File: config.mk
export PLATFORM = sky130hd
export DESIGN_NAME = ext_timer
export DESIGN_NICKNAME = d
export VERILOG_FILES = /design/src/rtl/ext_timer_pkg.sv /design/src/rtl/ext_timer_tick.sv /design/src/rtl/ext_timer_byte.sv /design/src/rtl/ext_timer.sv
export SDC_FILE = /design/constraint.sdc
export NUM_CORES = 1
export LEC_CHECK = 0
export ABC_AREA = 0
export CELL_PAD_IN_SITES_DETAIL_PLACEMENT = 1
export CELL_PAD_IN_SITES_GLOBAL_PLACEMENT = 2
export CORE_MARGIN = 1.5
export CORE_UTILIZATION = 38
export CTS_BUF_LIST = sky130_fd_sc_hd__clkbuf_2 sky130_fd_sc_hd__clkbuf_4 sky130_fd_sc_hd__clkbuf_8
export CTS_CLUSTER_DIAMETER = 60
export CTS_CLUSTER_SIZE = 30
export DETAILED_ROUTE_END_ITERATION = 6
export DONT_BUFFER_PORTS = 1
export PLACE_DENSITY_LB_ADDON = 0.1
export SYNTH_ARGS = -nofsm -noshare
export SYNTH_HDL_FRONTEND = slang
export SYNTH_HIERARCHICAL = 1
export SYNTH_SLANG_ARGS = --single-unit
export TNS_END_PERCENT = 1
File: constraint.sdc
create_clock -name clk_i -period 2.4 [get_ports clk_i]
set_input_delay 0.48 -clock clk_i [delete_from_list [all_inputs] [get_ports clk_i]]
set_output_delay 0.48 -clock clk_i [all_outputs]
set_load 0.03 [all_outputs]
File: src/rtl/ext_timer_pkg.sv
package ext_timer_pkg;
  typedef enum logic {
    CPI_TWO  = 1'b0,
    CPI_FOUR = 1'b1
  } cpi_mode_e;
endpackage

File: src/rtl/ext_timer_tick.sv
module ext_timer_tick
  import ext_timer_pkg::*;
(
  input  logic      clk_i,
  input  logic      rst_ni,
  input  cpi_mode_e mode_i,
  input  logic      restart_i,
  output logic      tick_o
);
  logic ph_q;

  // phase toggles only in four-clock mode; a low-byte load restarts it
  always_ff @(posedge clk_i or negedge rst_ni) begin
    if (!rst_ni)                                ph_q <= 1'b0;
    else if (mode_i == CPI_TWO || restart_i)    ph_q <= 1'b0;
    else                                        ph_q <= ~ph_q;
  end

  assign tick_o = (mode_i == CPI_TWO) | ph_q;
endmodule

File: src/rtl/ext_timer_byte.sv
module ext_timer_byte #(
  parameter int unsigned W = 8
) (
  input  logic         clk_i,
  input  logic         rst_ni,
  input  logic         we_i,
  input  logic [W-1:0] wdata_i,
  input  logic         inc_i,
  output logic [W-1:0] q_o,
  output logic         full_o
);
  logic [W-1:0] q_q;

  always_ff @(posedge clk_i or negedge rst_ni) begin
    if (!rst_ni)     q_q <= '0;
    else if (we_i)   q_q <= wdata_i;
    else if (inc_i)  q_q <= q_q + 1'b1;
  end

  assign q_o    = q_q;
  assign full_o = &q_q;
endmodule

File: src/rtl/ext_timer.sv
module ext_timer
  import ext_timer_pkg::*;
#(
  parameter int unsigned BYTE_W = 8
) (
  input  logic              clk_i,
  input  logic              rst_ni,
  input  logic              hi_en_i,
  input  logic              clk_mode_i,
  input  logic              lo_we_i,
  input  logic              hi_we_i,
  input  logic [BYTE_W-1:0] wdata_i,
  output logic [BYTE_W-1:0] lo_o,
  output logic [BYTE_W-1:0] hi_o,
  output logic              tmo_o
);
  cpi_mode_e mode;
  logic      tick;
  logic      lo_full, hi_full;
  logic      lo_carry, hi_inc, ovf;
  logic      tmo_q;

  assign mode = cpi_mode_e'(clk_mode_i);

  ext_timer_tick u_tick (
    .clk_i     (clk_i),
    .rst_ni    (rst_ni),
    .mode_i    (mode),
    .restart_i (lo_we_i),
    .tick_o    (tick)
  );

  ext_timer_byte #(.W(BYTE_W)) u_lo (
    .clk_i   (clk_i),
    .rst_ni  (rst_ni),
    .we_i    (lo_we_i),
    .wdata_i (wdata_i),
    .inc_i   (tick),
    .q_o     (lo_o),
    .full_o  (lo_full)
  );

  // carry only when the low byte really wraps (not replaced by a write)
  assign lo_carry = tick & lo_full & ~lo_we_i;
  assign hi_inc   = hi_en_i & lo_carry;

  ext_timer_byte #(.W(BYTE_W)) u_hi (
    .clk_i   (clk_i),
    .rst_ni  (rst_ni),
    .we_i    (hi_we_i),
    .wdata_i (wdata_i),
    .inc_i   (hi_inc),
    .q_o     (hi_o),
    .full_o  (hi_full)
  );

  assign ovf = hi_en_i ? (lo_carry & hi_full & ~hi_we_i) : lo_carry;

  always_ff @(posedge clk_i or negedge rst_ni) begin
    if (!rst_ni) tmo_q <= 1'b0;
    else         tmo_q <= ovf;
  end

  assign tmo_o = tmo_q;
endmodule

==> summary.md <==
| Metric | Value |
|---|---|
| Run status | completed |
| Critical Path RT | 2.64 ns |
| Drt pass-1 iters | 5 |
| # fillers | 294 |
| Post-Synthesis Cells | 110 |
| Post-Synth Simple-Gate Area | 0.313 |
| Pre-CTS setup slack | 0.384 ns |
| CP startpoint kind | register |
| Global Route Usage Sum | 0.202 |
| Fin nets | around 140 |
| Port Buffers | 0 |
| Relative slew slack | 0.423 |
| Hold slack | 0.235 ns |
| Core area | 2500 um^2 |
| Post-CTS Setup Inserts | 0 |
| Total routed wirelength | 2.60 mm |
| RSZ-0062 raised after global routing | no |
| Final worst setup slack | 0.382 ns |
| DP HPWL | 1.96 mm |
| Gate power share | 0.197 |
| Clock Root Buffer | clkbuf_4 |
| Critical path fanouts, max | 7 |
| Post-synthesis compound-gate area fraction | 0.0915 |
| Switching part of the total | 0.336 |
| Worst-path clk slew | 0.11 ns |
| Worst slew pin tran | 0.862 ns |
| I/O pin count | 31 |
| Die height | around 55 um |
| Final Hold Fails | 0 |
| Worst Setup End Kind | register |
| Total CTS buffers | 3 |
| Routed vias/inst | 5.78 |
| Netlist Area Pre-Place | 1010 um^2 |
| P_leak | about 0.46 nW |
| Routability cong. | 0.754 |
| Most frequent cells in the layout | 19 x nand2_1, 18 x dfrtp_1, 16 x o21ai_0 |
| CTS tree | yes |
| DP Area | 1080 um^2 |
| Largest net degree at the start of global routing | 23 |
| Most common cell after layout, fill and taps aside | nand2_1 |
| HP Class | in -> reg |
| Max VDD drop | 303 uV |
| Area added between synthesis and finish | 11.2% |
| Sw Pwr | 242 uW |
| Post-cts sizing count | 0 |
| F_max | 0.495 GHz |
| Fin Setup TNS | 0 ns |
| Clock share of power | 0.262 |
| Drt drc | 0 |
| MaxCap Viol Count | 0 |
| Design area | roughly 1100 um^2 |
| Final clock skew | ~0.0042 ns |
| Pins Over Slew Limit | 0 |
| Seq/Total Area, Yosys | 0.445 |
| Wirelength per Cell | 17.5 um |
| Synth unique cells | 19 |
| Worst-Skew Late Latency | 0.29 ns |
| Core Util, Final | 0.450 |
| Diode count | 0 |
| Initial antenna violation count | 0 |
| Worst Setup Path Type | reg -> reg |
| Post-synthesis mux area share | 0.0198 |
| PD cells | around 640 nW/um^2 |
| Top cell type's share of synthesized area | 0.445 |
| Post-Syn Nets | 126 |
| Cell accounting for the most synthesized area | dfrtp_1 |
| Top post-synthesis cells by area | dfrtp_1 44%, o21ai_0 7.9%, nand2_1 7.0% |
| CTS H-Tree Depth | 1 |
| Initial Utilization | 0.405 |
| Synth warnings | 6 |
| Die Width | 54.6 um |
| Starting DRC count in detailed routing | 15 |
| Total Die Area | between 2000 and 3000 um^2 |
| Post-synthesis adder-cell area fraction | 0.0247 |
| Period utilization | 0.841 |
| Internal power | 478 uW |
| CTS sink count | 18 |
| Syn_area_per_cell | 9.20 um^2 |
| Critical path arrival | 2.25 ns |
| Share of cells above drive strength 1 | 0.144 |
| Vias in the first global route | 900 |
| Seq cells post-synth | 18 |
| CTS max path bufs | 2 |
| Antenna Nets Post-Route | 0 |
| First-pass GRT wire length | 4.17 mm |
| GRT overflow | 0 |
| Post-synthesis xor/xnor area fraction | 0.0692 |
| Vias | about 860 |
| Sequential share of power | 0.540 |
| Minimum clock period | ~2.0 ns |
| Main combinational cell family by area after synthesis | simple AND/OR/NAND/NOR gates |
| Final Setup Violations | 0 |
| Site Rows | 18 |
-- registers in the layout (all words and copies together), names as in the netlist --
| name | flops |
|---|---|
| tmo_o | 1 |
| u_tick/ph_q | 1 |
| u_hi/q_o | 8 |
| u_lo/q_o | 8 |
-- worst max-delay path: stages (launching register included) --
cell	delay (ns)
dfrtp_1	0.55
nand3_1	0.13
nor2_1	0.10
nand2_1	0.10
nor3b_1	0.23
buf_4	0.19
nand3_1	0.12
or4_1	0.44
nand3_1	0.10
-- path summary, 6_finish.rpt --
| check | endpoint | cells after the start | slack, ns | startpoint |
|---|---|---|---|---|
| setup / recovery | u_hi/q_o[5] | 8 | 0.38 | u_lo/q_o[7] |
| hold / removal | tmo_o | 1 | 0.23 | lo_we_i |
| setup reg to reg | u_hi/q_o[5] | 8 | 0.38 | u_lo/q_o[7] |
| hold reg to reg | u_tick/ph_q | 1 | 0.45 | u_tick/ph_q |
| max in group asynchronous | u_hi/q_o[6] | 1 | 1.13 | rst_ni |
| min in group asynchronous | u_lo/q_o[1] | 1 | 0.73 | rst_ni |
-- kinds of logic after synthesis --
kind of cell / after synthesis
adder cells (fa/ha/maj): 2
AO/OA/AOI/OAI: 17
buffers and inverters: 6
XOR/XNOR: 8
AND/OR/NAND/NOR: 57
multiplexers: 2
flip-flops: 18
-- per-stage QoR --
step / std cells / total power [mW]
after detailed placement: 143 / 0.533
after global routing: 148 / 0.769
after global placement: 143 / 0.528
after CTS: 148 / 0.733
after floorplan: 110 / 0.493
final: 148 / 0.721
-- power by group through the flow --
stage | clock (mW) | combinational (mW) | sequential, mW
finish | 0.189 | 0.142 | 0.389
global route | 0.212 | 0.161 | 0.395
CTS | 0.198 | 0.145 | 0.391
detailed placement | 0 | 0.136 | 0.397
global placement | 0 | 0.133 | 0.395
floorplan | 0 | 0.0647 | 0.428
-- cell usage after synthesis --
cell	n
nand4_1	6
nand4_2	2
clkbuf_1	2
o21ai_0	16
nor2_1	2
buf_4	4
nand3_1	12
mux2i_1	2
nand2b_1	2
dfrtp_1	18
xor2_1	6
ha_1	2
a211oi_2	1
nand2_1	19
nor2b_1	6
nor3b_2	1
nor3b_1	1
or4_1	6
xnor2_1	2
-- cell type report --
cell class                      instances  area, um^2  share of cell area
Timing Repair Buffer                   10        77.6              0.0689
Sequential cell                        18         450               0.400
Multi-Input combinational cell         86         524               0.466
Clock buffer                            4        36.3              0.0322
Tap cell                               30        37.5              0.0333
-- timing repair --
item	in CTS	in global routing
endpoints found under the setup margin	0	0
hold endpoints to repair	18	0
hold buffers	1	0
-- per-layer routing --
layer,track usage,part of all wire,vias to the layer above
met2,0.349,0.52,14
met4,0.0625,0.0039,0
met3,0.0519,0.038,2
li1,-,-,410
met1,0.241,0.43,430
met5,0,0,-
Power figures use the tool's default switching activity.
